<file path="src/rtl/imm_pkg.sv">
package imm_pkg;
    typedef enum logic [1:0] {
        K_LOADI = 2'd0,
        K_ORI   = 2'd1,
        K_ADDW  = 2'd2,
        K_NONE  = 2'd3
    } imm_kind_e;

    localparam logic [7:0] ADDW_PREFIX = 8'h96;
    localparam int BYTE_BASE = 16;
    localparam int PAIR_BASE = 24;
endpackage

</file>
<file path="src/rtl/imm_gpr_file.sv">
module imm_gpr_file #(
    parameter int NREG = 32,
    parameter int W    = 8,
    localparam int AW  = $clog2(NREG)
) (
    input  logic          clk,
    input  logic          rst,
    input  logic          we0,
    input  logic [AW-1:0] wa0,
    input  logic [W-1:0]  wd0,
    input  logic          we1,
    input  logic [AW-1:0] wa1,
    input  logic [W-1:0]  wd1,
    input  logic [AW-1:0] ra_x,
    output logic [W-1:0]  rd_x,
    input  logic [AW-1:0] ra_y,
    output logic [W-1:0]  rd_y,
    input  logic [AW-1:0] ra_a,
    output logic [W-1:0]  rd_a,
    input  logic [AW-1:0] ra_b,
    output logic [W-1:0]  rd_b
);
    logic [W-1:0] regs [NREG];

    always_ff @(posedge clk) begin
        if (rst) begin
            for (int i = 0; i < NREG; i++) regs[i] <= '0;
        end else begin
            if (we0) regs[wa0] <= wd0;
            if (we1) regs[wa1] <= wd1;
        end
    end

    always_comb begin
        rd_x = regs[ra_x];
        rd_y = regs[ra_y];
        rd_a = regs[ra_a];
        rd_b = regs[ra_b];
    end

    // the cycle after reset, both read ports show zero
    p_reset_clears_r1: assert property (@(posedge clk)
        $past(rst) |-> (rd_a == '0 && rd_b == '0));

    // the two write ports never collide
    p_ports_distinct_r7: assert property (@(posedge clk) disable iff (rst)
        (we0 && we1) |-> (wa0 != wa1));

    // write port 0 data lands in its register
    p_write_lands_r2: assert property (@(posedge clk) disable iff (rst)
        (we0 && !(we1 && wa1 == wa0)) |=> (regs[$past(wa0)] == $past(wd0)));
endmodule

</file>
<file path="src/rtl/imm_decode.sv">
module imm_decode
    import imm_pkg::*;
#(
    parameter int NREG = 32,
    parameter int KW   = 6,
    localparam int AW  = $clog2(NREG)
) (
    input  logic          clk,
    input  logic          rst,
    input  logic          valid,
    input  imm_kind_e     kind,
    input  logic [3:0]    reg_field,
    input  logic [15:0]   word_op,
    output logic          do_load,
    output logic          do_or,
    output logic          do_word,
    output logic [AW-1:0] byte_idx,
    output logic [AW-1:0] pair_lo,
    output logic [AW-1:0] pair_hi,
    output logic [KW-1:0] word_k
);
    logic       prefix_ok;
    logic [1:0] pair_sel;

    assign prefix_ok = (word_op[15:8] == ADDW_PREFIX);
    assign pair_sel  = word_op[5:4];

    always_comb begin
        do_load = 1'b0;
        do_or   = 1'b0;
        do_word = 1'b0;
        unique case (kind)
            K_LOADI: do_load = valid;
            K_ORI:   do_or   = valid;
            K_ADDW:  do_word = valid && prefix_ok;
            K_NONE:  ;
        endcase
    end

    assign byte_idx = AW'(BYTE_BASE) + AW'(reg_field);
    assign pair_lo  = AW'(PAIR_BASE) + AW'({pair_sel, 1'b0});
    assign pair_hi  = pair_lo + AW'(1);
    assign word_k   = KW'({word_op[7:6], word_op[3:0]});

    // at most one operation class per cycle
    p_one_class_r11: assert property (@(posedge clk) disable iff (rst)
        $onehot0({do_load, do_or, do_word}));

    // wrong prefix never executes
    p_bad_prefix_r8: assert property (@(posedge clk) disable iff (rst)
        (valid && kind == K_ADDW && word_op[15:8] != ADDW_PREFIX) |-> !do_word);

    // byte target is always in the upper half
    p_upper_half_r4: assert property (@(posedge clk) disable iff (rst)
        (do_load || do_or) |-> (byte_idx >= AW'(BYTE_BASE)));

    // nothing executes without the strobe
    p_idle_r9: assert property (@(posedge clk) disable iff (rst)
        !valid |-> !(do_load || do_or || do_word));
endmodule

</file>
<file path="src/rtl/imm_alu.sv">
module imm_alu #(
    parameter int NREG = 32,
    parameter int W    = 8,
    parameter int KW   = 6,
    localparam int AW  = $clog2(NREG)
) (
    input  logic          clk,
    input  logic          rst,
    input  logic          do_load,
    input  logic          do_or,
    input  logic          do_word,
    input  logic [AW-1:0] byte_idx,
    input  logic [AW-1:0] pair_lo,
    input  logic [AW-1:0] pair_hi,
    input  logic [W-1:0]  konst,
    input  logic [KW-1:0] word_k,
    output logic [AW-1:0] rx_addr,
    output logic [AW-1:0] ry_addr,
    input  logic [W-1:0]  rx_data,
    input  logic [W-1:0]  ry_data,
    output logic          we0,
    output logic [AW-1:0] wa0,
    output logic [W-1:0]  wd0,
    output logic          we1,
    output logic [AW-1:0] wa1,
    output logic [W-1:0]  wd1
);
    logic [2*W-1:0] word_sum;

    assign rx_addr  = do_word ? pair_lo : byte_idx;
    assign ry_addr  = pair_hi;
    assign word_sum = {ry_data, rx_data} + (2*W)'(word_k);

    always_comb begin
        we0 = 1'b0;
        wa0 = rx_addr;
        wd0 = '0;
        we1 = 1'b0;
        wa1 = ry_addr;
        wd1 = '0;
        if (do_load) begin
            we0 = 1'b1;
            wd0 = konst;
        end else if (do_or) begin
            we0 = 1'b1;
            wd0 = rx_data | konst;
        end else if (do_word) begin
            we0 = 1'b1;
            wd0 = word_sum[W-1:0];
            we1 = 1'b1;
            wd1 = word_sum[2*W-1:W];
        end
    end

    // a word add writes both halves of one adjacent pair together
    p_pair_together_r7: assert property (@(posedge clk) disable iff (rst)
        do_word |-> (we0 && we1 && wa1 == wa0 + AW'(1) && wa0[0] == 1'b0));

    // the OR result never clears a bit the register held
    p_or_keeps_bits_r3: assert property (@(posedge clk) disable iff (rst)
        do_or |-> ((wd0 & rx_data) == rx_data));
endmodule

</file>
<file path="src/rtl/imm_exec_unit.sv">
module imm_exec_unit
    import imm_pkg::*;
#(
    parameter int NREG = 32,
    parameter int W    = 8,
    parameter int KW   = 6,
    localparam int AW  = $clog2(NREG)
) (
    input  logic        clk,
    input  logic        rst,
    input  logic        op_valid,
    input  logic [1:0]  op_kind,
    input  logic [3:0]  op_reg,
    input  logic [7:0]  op_const,
    input  logic [15:0] word_op,
    input  logic [4:0]  rd_addr_a,
    output logic [7:0]  rd_data_a,
    input  logic [4:0]  rd_addr_b,
    output logic [7:0]  rd_data_b
);
    imm_kind_e     kind;
    logic          do_load, do_or, do_word;
    logic [AW-1:0] byte_idx, pair_lo, pair_hi;
    logic [KW-1:0] word_k;
    logic [AW-1:0] rx_addr, ry_addr;
    logic [W-1:0]  rx_data, ry_data;
    logic          we0, we1;
    logic [AW-1:0] wa0, wa1;
    logic [W-1:0]  wd0, wd1;

    assign kind = imm_kind_e'(op_kind);

    imm_decode #(.NREG(NREG), .KW(KW)) u_dec (
        .clk(clk), .rst(rst), .valid(op_valid), .kind(kind),
        .reg_field(op_reg), .word_op(word_op),
        .do_load(do_load), .do_or(do_or), .do_word(do_word),
        .byte_idx(byte_idx), .pair_lo(pair_lo), .pair_hi(pair_hi),
        .word_k(word_k)
    );

    imm_alu #(.NREG(NREG), .W(W), .KW(KW)) u_alu (
        .clk(clk), .rst(rst),
        .do_load(do_load), .do_or(do_or), .do_word(do_word),
        .byte_idx(byte_idx), .pair_lo(pair_lo), .pair_hi(pair_hi),
        .konst(W'(op_const)), .word_k(word_k),
        .rx_addr(rx_addr), .ry_addr(ry_addr),
        .rx_data(rx_data), .ry_data(ry_data),
        .we0(we0), .wa0(wa0), .wd0(wd0),
        .we1(we1), .wa1(wa1), .wd1(wd1)
    );

    imm_gpr_file #(.NREG(NREG), .W(W)) u_rf (
        .clk(clk), .rst(rst),
        .we0(we0), .wa0(wa0), .wd0(wd0),
        .we1(we1), .wa1(wa1), .wd1(wd1),
        .ra_x(rx_addr), .rd_x(rx_data),
        .ra_y(ry_addr), .rd_y(ry_data),
        .ra_a(AW'(rd_addr_a)), .rd_a(rd_data_a),
        .ra_b(AW'(rd_addr_b)), .rd_b(rd_data_b)
    );
endmodule

</file>
<file path="config.mk">
export PLATFORM = sky130hd
export DESIGN_NAME = imm_exec_unit
export DESIGN_NICKNAME = d
export VERILOG_FILES = /design/src/rtl/imm_pkg.sv /design/src/rtl/imm_gpr_file.sv /design/src/rtl/imm_decode.sv /design/src/rtl/imm_alu.sv /design/src/rtl/imm_exec_unit.sv
export SDC_FILE = /design/constraint.sdc
export NUM_CORES = 1
export LEC_CHECK = 0
export BUFFER_PORTS_ARGS = -buffer_cell sky130_fd_sc_hd__clkbuf_2
export CAP_MARGIN = 20
export CORE_AREA = 2 2 126 128
export CTS_CLUSTER_SIZE = 24
export DETAILED_ROUTE_END_ITERATION = 10
export DIE_AREA = 0 0 128 130
export GPL_TIMING_DRIVEN = 0
export PLACE_DENSITY = 0.75
export RECOVER_POWER = 100
export SKIP_CTS_REPAIR_TIMING = 1
export SLEW_MARGIN = 15
export SYNTH_ARGS = -nofsm -noshare
export SYNTH_HDL_FRONTEND = slang
export SYNTH_SLANG_ARGS = --single-unit
</file>
<file path="constraint.sdc">
create_clock -name clk -period 9 [get_ports clk]
set_clock_uncertainty 0.15 [all_clocks]
set_input_delay 1.35 -clock clk [delete_from_list [all_inputs] [get_ports clk]]
set_output_delay 1.35 -clock clk [all_outputs]
set_load 0.05 [all_outputs]
</file>
After elaboration in Yosys (flattened, before gate mapping)

Memory sizes are Yosys's and may differ from the RTL's.
Cells that the tools add are included.

Flip-flop bits (word level): 0
Bits in writable memories: 256
Output and inout bits: 16
Memories: 1

Add/sub/neg operators: 4
Eq/ne operators: 3
Muxes and demuxes: 29
Bitwise gates (word level): 1
Reduce and logical (&&, ||, !) cells: 4

Memory list:

| memory    | depth | width | read ports | clocked after memory_dff | write ports | line               | text |
|---|---|---|---|---|---|---|---|
| u_rf.regs | 32    | 8     | 4          | 0                        | 32          | imm_gpr_file.sv:23 | `logic [W-1:0] regs [NREG];` |

Operators with widths:

| kind                | number |
|---|---|
| $mux 8              | 8 |
| $mux 1              | 18 |
| $add 16x6->16       | 1 |
| $reduce_or 8->1     | 2 |
| $mux 5              | 3 |
| $eq 8x8->1 const B  | 1 |
| $or 8x8->8          | 1 |
| $add 4x4->5 const A | 1 |
| $add 5x1->5 const B | 1 |
| $add 5x4->5 const A | 1 |
| $eq 2x1->1 const B  | 1 |
| $eq 2x2->1 const B  | 1 |
| $logic_not 2->1     | 1 |
| $logic_and 1x1->1   | 1 |

Longest topological paths before layout

Gate-level depths: netlist (run 1).

Depth in word-level cells: 11
Gate-level depth with buffers: 18
Mapped depth without buffers: 15

Cells and area by module

From an unflattened synthesis (run 1), not the netlist that was laid out.

Cells, all modules: 1350
Area, all modules: 20530.9 um^2

By module, submodules not included:

| module       | times used | cells an instance | area each (um^2) |
|---|---|---|---|
| imm_gpr_file | 1          | 1184              | 19391.1 |
| imm_alu      | 1          | 136               | 920.9 |
| imm_decode   | 1          | 30                | 219.0 |

Least setup slack after synthesis (run 1)

Ideal clock, no wire load.

Path kind: input port to flip-flop
Start point: input port word_op[14]
End point: memory u_rf.regs[25][2], data pin
Setup time: 0.280 ns
Arrival: 4.761 ns
Path slack: 3.808 ns
Stages: 16
Path through: or3b_4 buf_6 nor4_4 a21oi_2 o311ai_0 a221oi_1 ha_1 fa_1 a21o_1 a21o_1 a21o_1 a21oi_1 or2_2 nor3_1 xnor2_1 o22ai_1

RTL lines:

| item        | line                | text |
|---|---|---|
| from (decl) | imm_exec_unit.sv:15 | `input logic [15:0] word_op,` |
| to (decl)   | imm_gpr_file.sv:23  |  |

==> summary.md, run 1 <==
| Metric | Value |
|---|---|
| Yosys reg bits | `128` |
| Die X | `128 um` |
| Mapped cell area | `9067 um2` |
| Gr ovfl total | `0` |
| Detailed Place HPWL | `~24 mm` |
| Detailed Route Iter0 Violations | `between 1.5k and 2k` |
| Setup slack, reg-to-reg | `4.19 ns` |
| Most instantiated library cell after synthesis | `edfxtp_1` |
| Post-route ant nets | `0` |
| Switching pwr | `between 0.5 and 0.6 mW` |
| Worst Hold Depth | `3` |
| Share of layout cells above drive strength 1 | `22.64%` |
| Flop pwr share | `41.5%` |
| Relative slew margins | `-37.36%` |
| Critical path arrival | `around 7.8 ns` |
| Root buffer cell | `clkbuf_16` |
| Crit Path Class | `in2reg` |
| RSZ-0062 raised after global routing | `no` |
| Pwr dens | `between 150 and 200 nW/um2` |
| Core Util, Final | `about two thirds` |
| Dpl cells | `about 980` |
| Core footprint | `about 15,000 um2` |
| Rows | `46` |
| P_leak | `~3.4 nW` |
| Die area | `between 15,000 and 20,000 um2` |
| Largest registers | `u_rf.regs x128` |
| Power share of the combinational group | `18.8%` |
| Vias in the first global route | `~7.7k` |
| Vias per cell | `7.919` |
| WL final | `~33 mm` |
| Clock network power share | `about two fifths` |
| Worst R2R Start | `u_rf.regs[23][0]` |
| Mapped Nets | `roughly 790` |
| Sw Ratio | `29.94%` |
| Final setup fails | `0` |
| Drt pass-1 iters | `8` |
| Die H | `130 um` |
| Routed via count | `8,062` |
| Cell-internal power | `between 1 and 1.5 mW` |
| Min-delay src | `u_rf.regs[31][7]` |
| Overall power | `around 1.7 mW` |
| Worst-Margin Slew | `just over 2 ns` |
| CTS tree | `built` |
| Final hold vios | `0` |
| Synth cell types | `70` |
| Reg-to-Reg End | `u_rf.regs[30][6]` |
| Routed len/inst | `about 32 um` |
| Status | `finished with violations` |
| Number of synthesized flops with an enable pin | `128` |
| Final period util | `~86%` |
| CTS HTree Levels | `4` |
| # fillers | `1,175` |
| Leading cell types by total area after synthesis | `edfxtp_1 (42%), mux4_2 (23%), nor2_1 (4.5%)` |
| Inserted Clock Buffers | `17` |
| Sequential fraction of the synthesis area | `a little over two fifths` |
| Ys async rst share | `0%` |
| Max frequency | `0.1288 GHz` |
| Worst R2R Path Depth | `14` |
| Pins Over Slew Limit | `16` |
| Worst-path clk slew | `0.06 ns` |
| Biggest register | `u_rf.regs` |
| Worst min path class | `reg2reg` |
| Violated checks | `capacitance limit, slew limit` |
| Non-filler instance count after layout | `1,018` |
| Fin crit period | `roughly 7.8 ns` |
| Worst hold endpoint | `u_rf.regs[29][7]` |
| Layout overhead on the synthesized area | `10.60%` |
| Warnings from Yosys | `0` |
| Mapped Cells | `~740` |
| Synth cell count leaders | `edfxtp_1 (128), nor2_1 (109), mux4_2 (94), nand2_1 (61), o22ai_1 (33)` |
| Initial antenna violation count | `0` |
| Residual DRC count | `0` |
| Largest net degree at the start of global routing | `17` |
| Syn Area/Cell | `between 10 and 15 um2` |
| CTS max path bufs | `2` |
| Worst IR Drop VDD | `0.1501 mV` |
| Crit-path max FO | `10` |
| WP data required | `roughly 9 ns` |
| Initial core utilization | `roughly 59%` |
| Area leader, netlist | `edfxtp_1` |
| Max Cap Viol | `2` |
| Max reg flops | `~130` |
| PortBufs | `48` |
| Ant diodes | `0` |
| Number of nets in the layout | `864` |
| Clk sink count | `approximately 130` |
| Num ports | `59` |
| Worst setup EP type | `register` |
| Crit path launch type | `primary input` |
| First-pass GRT wire length | `between 40 and 50 mm` |
| Setup TNS Final | `0 ns` |
| Clock latency at the later pin of the worst-skew pair | `roughly 0.43 ns` |
| RePlAce Congestion | `1.064` |
| GRT Total Usage | `40.49%` |
| Most common flop cell mapped by yosys | `edfxtp_1` |
| Top cell type's share of synthesized area | `42.39%` |
[power by group through the flow]
stage / sequential [mW] / combinational [mW] / clock (mW)
floorplan: 0.699 / 0.215 / 0
global placement: 0.706 / 0.298 / 0
detailed placement: 0.708 / 0.307 / 0
CTS: 0.696 / 0.308 / 0.662
global route: 0.699 / 0.326 / 0.689
finish: 0.698 / 0.316 / 0.668
[worst max path at each step]
| stage | start | cells after the start | endpoint |
|---|---|---|---|
| finish | word_op[11] | 16 | u_rf.regs[18][5] |
| global route | op_kind[0] | 19 | u_rf.regs[18][5] |
| CTS | word_op[11] | 16 | u_rf.regs[30][5] |
| detailed placement | word_op[11] | 16 | u_rf.regs[30][5] |
| global placement | word_op[11] | 16 | u_rf.regs[20][5] |
| floorplan | word_op[14] | 16 | u_rf.regs[25][2] |
[worst max-delay path, stage by stage]
cell and delay [ns]:
clkbuf_1 0.10, nor3b_1 1.07, nand3_1 0.56, a21oi_1 0.93, o221ai_1 0.21, a22o_1 0.30
a221oi_1 0.97, ha_1 0.42, a21oi_1 0.14, o21ai_0 0.23, xor2_1 0.21, nand2_1 0.11
a22oi_1 0.09, o21ai_1 0.61, buf_2 0.37, nor2_1 0.09
[stage by stage]
step / hold slack [ns] / area (um2) / setup slack [ns]
global placement: 0.8581 / 9548 / 2.219
floorplan: 0.7616 / 9067 / 3.808
finish: 0.9221 / 10030 / 1.238
global route: 0.9651 / 10030 / 1.110
CTS: 0.9101 / 10110 / 2.491
detailed placement: 0.8883 / 9552 / 2.105
[cells in the final DEF (no fill, tap or decap), drive strengths merged, types with 11 or more instances in the layout]
master and count:
a21oi 17, a221oi 11, a31oi 19, and2 17, buf 20, clkbuf 111
edfxtp 128, inv 15, mux2i 14, mux4 94, nand2 61, nand2b 17
nor2 109, nor3 11, o21ai 15, o22ai 33
[cell type report]
cell class	count	area, um2	share of cell area (%)
multi-input cells	542	4836	48.22
flip-flops and latches	128	3844	38.33
clock buffers	17	425.4	4.242
repair buffers	52	257.7	2.570
plain buffers	62	252.7	2.520
well taps	192	240.2	2.395
clock inverters	15	135.1	1.347
inverters	10	37.54	0.3743
[metal layers]
layer  wire length (um)  global-route usage (%)  share of wire, %
met1              10750                   51.76                33
met2              14780                   62.09                45
met3               5086                   12.46                15
met4               2292                   23.27               7.0
met5                  0                       0                 0
[kinds of logic after synthesis]
kind of cell,after synthesis,share of synthesized area [%]
AOI/OAI and AO/OA,153,12.49
xor gates and xnor gates,14,1.352
adders and majority gates,8,1.187
buffers and inverters,72,3.574
DFF,128,42.39
muxes,110,25.14
and+or+nand+nor,257,13.87
(Power assumes the default switching activity.)
==> run 2: changes to the inputs <==
--- a/config.mk
+++ b/config.mk
@@ -13,7 +13,7 @@
 export DIE_AREA = 0 0 128 130
 export GPL_TIMING_DRIVEN = 0
 export PLACE_DENSITY = 0.75
-export RECOVER_POWER = 100
+export RECOVER_POWER = 25
 export SKIP_CTS_REPAIR_TIMING = 1
 export SLEW_MARGIN = 15
 export SYNTH_ARGS = -nofsm -noshare
==> summary.md, run 2 (synthesis gave the netlist of run 1 again) <==
| Metric | Value |
|---|---|
| Die area | `approximately 17,000 um2` |
| Commonest non-fill, non-tap cell in the layout | `edfxtp_1` |
| Drt pass-1 iters | `7` |
| PortBufs | `48` |
| CTS tree | `built` |
| Worst setup EP type | `register` |
| Root buffer cell | `clkbuf_16` |
| Pwr dens | `~170 nW/um2` |
| Max reg flops | `about 130` |
| Final setup fails | `0` |
| Final period util | `86.41%` |
| Post-route cell area | `between 10,000 and 15,000 um2` |
| Layout overhead on the synthesized area | `11.49%` |
| Routed len/inst | `32.32 um` |
| RSZ-0062 raised after global routing | `no` |
| Worst Hold Depth | `3` |
| Initial antenna violation count | `0` |
| Non-filler instance count after layout | `around 1.0k` |
| Rows | `between 40 and 50` |
| Post-route ant nets | `0` |
| Routed via count | `about 8k` |
| Relative slew margins | `between 9 and 10%` |
| Worst IR Drop VDD | `around 0.15 mV` |
| Worst min path class | `reg2reg` |
| Setup TNS Final | `0 ns` |
| Biggest register | `u_rf.regs` |
| Hold WS | `roughly 0.9 ns` |
| CTS HTree Levels | `4` |
| Detailed Place HPWL | `24.01 mm` |
| Vias in the first global route | `7,674` |
| Fin crit period | `around 7.8 ns` |
| Crit path launch type | `primary input` |
| Core footprint | `15,420 um2` |
| Final hold vios | `0` |
| Max frequency | `roughly 0.13 GHz` |
| Max Cap Viol | `0` |
| Worst-Margin Slew | `~1.4 ns` |
| Gr ovfl total | `0` |
| CTS max path bufs | `2` |
| First-pass GRT wire length | `around 48 mm` |
| Detailed Route Iter0 Violations | `between 1.5k and 2k` |
| GRT Total Usage | `around two fifths` |
| Number of nets in the layout | `about 860` |
| Die X | `128 um` |
| Ant diodes | `0` |
| Vias per cell | `8.013` |
| Initial core utilization | `between 50 and 60%` |
| Dpl cells | `983` |
| Largest net degree at the start of global routing | `17` |
| Status | `completed` |
| Clk sink count | `around 130` |
| P_leak | `around 3.5 nW` |
| RePlAce Congestion | `~1.1` |
| Worst R2R Path Depth | `14` |
| Clock latency at the later pin of the worst-skew pair | `about 0.43 ns` |
| Die H | `around 130 um` |
| Worst-path clk slew | `~0.060 ns` |
| Num ports | `59` |
| Inserted Clock Buffers | `17` |
| Placed inst area | `approximately 9600 um2` |
| Overall power | `between 1.5 and 2 mW` |
| Residual DRC count | `0` |
| Crit-path max FO | `10` |
| Largest registers | `u_rf.regs x128` |
| WL final | `32.90 mm` |
| # fillers | `1,151` |
| Most frequent cells in the layout | `edfxtp_1 (128), nor2_1 (109), mux4_2 (94)` |
| Critical path arrival | `~7.8 ns` |
| WP data required | `between 9 and 10 ns` |
| Pins Over Slew Limit | `0` |
| Crit Path Class | `in2reg` |
| Share of layout cells above drive strength 1 | `25.79%` |
-- run 2: cell count changes in the layout (fill, tap and decap cells not counted), moves of 2 or more --
cell      before  now
clkbuf_2      36   49
buf_2          9   13
clkbuf_1      58   33
o311ai_2       1    3
buf_1          8   13
buf_6          2    4
o311ai_0       3    1
-- run 2: metrics by stage --
stage / util (%) / setup WS, ns
3_5_place_dp: 61.92 / 2.105
3_3_place_gp: 61.90 / 2.219
5_1_grt: 65.54 / 1.077
4_1_cts: 65.56 / 2.491
2_1_floorplan: - / 3.808
6_report: 65.54 / 1.223
-- run 2: cell type report --
class / instances / area [um2] / area share, %
multi-input combinational: 542 / 4877 / 48.24
sequential: 128 / 3844 / 38.02
clock buffer: 17 / 425.4 / 4.208
buffer: 62 / 276.5 / 2.735
timing repair buffer: 52 / 274.0 / 2.710
tap: 192 / 240.2 / 2.376
clock inverter: 15 / 135.1 / 1.337
inverter: 10 / 37.54 / 0.3713
-- run 2: power breakdown --
group	switching [mW]	internal (mW)	total (mW)
clock network	0.286	0.382	0.668
logic	0.199	0.123	0.322
registers	0.0211	0.677	0.698
-- run 2: worst paths after layout --
kind                                       start               end  slack (ns)
worst max-delay path                  op_kind[0]  u_rf.regs[30][5]        1.22
worst min-delay path            u_rf.regs[31][7]  u_rf.regs[25][7]        0.92
worst max register to register  u_rf.regs[27][4]  u_rf.regs[30][5]        4.28
worst min register to register  u_rf.regs[31][7]  u_rf.regs[25][7]        0.92
-- run 2: critical path: stages --
cell and delay [ns]:
clkbuf_1 0.19, nand4b_1 0.31, clkbuf_1 0.30, o31ai_1 1.01, clkbuf_1 0.51, clkbuf_1 0.51, nand2_1 0.11, nand3_1 0.09
o21ai_0 0.09, a221oi_1 1.07, ha_1 0.42, a21oi_1 0.13, o21ai_0 0.22, xor2_1 0.21, nand2_1 0.11, a22oi_1 0.09
o21ai_1 0.59, buf_2 0.36, nor2_1 0.08
-- run 2: metal layers --
layer / up-vias / part of all wire [%] / global-route usage [%]
met5: - / 0 / 0
met4: 0 / 6.9 / 23.27
met3: 213 / 15 / 12.46
met2: 946 / 45 / 62.09
met1: 3869 / 33 / 51.76
li1: 3129 / - / -
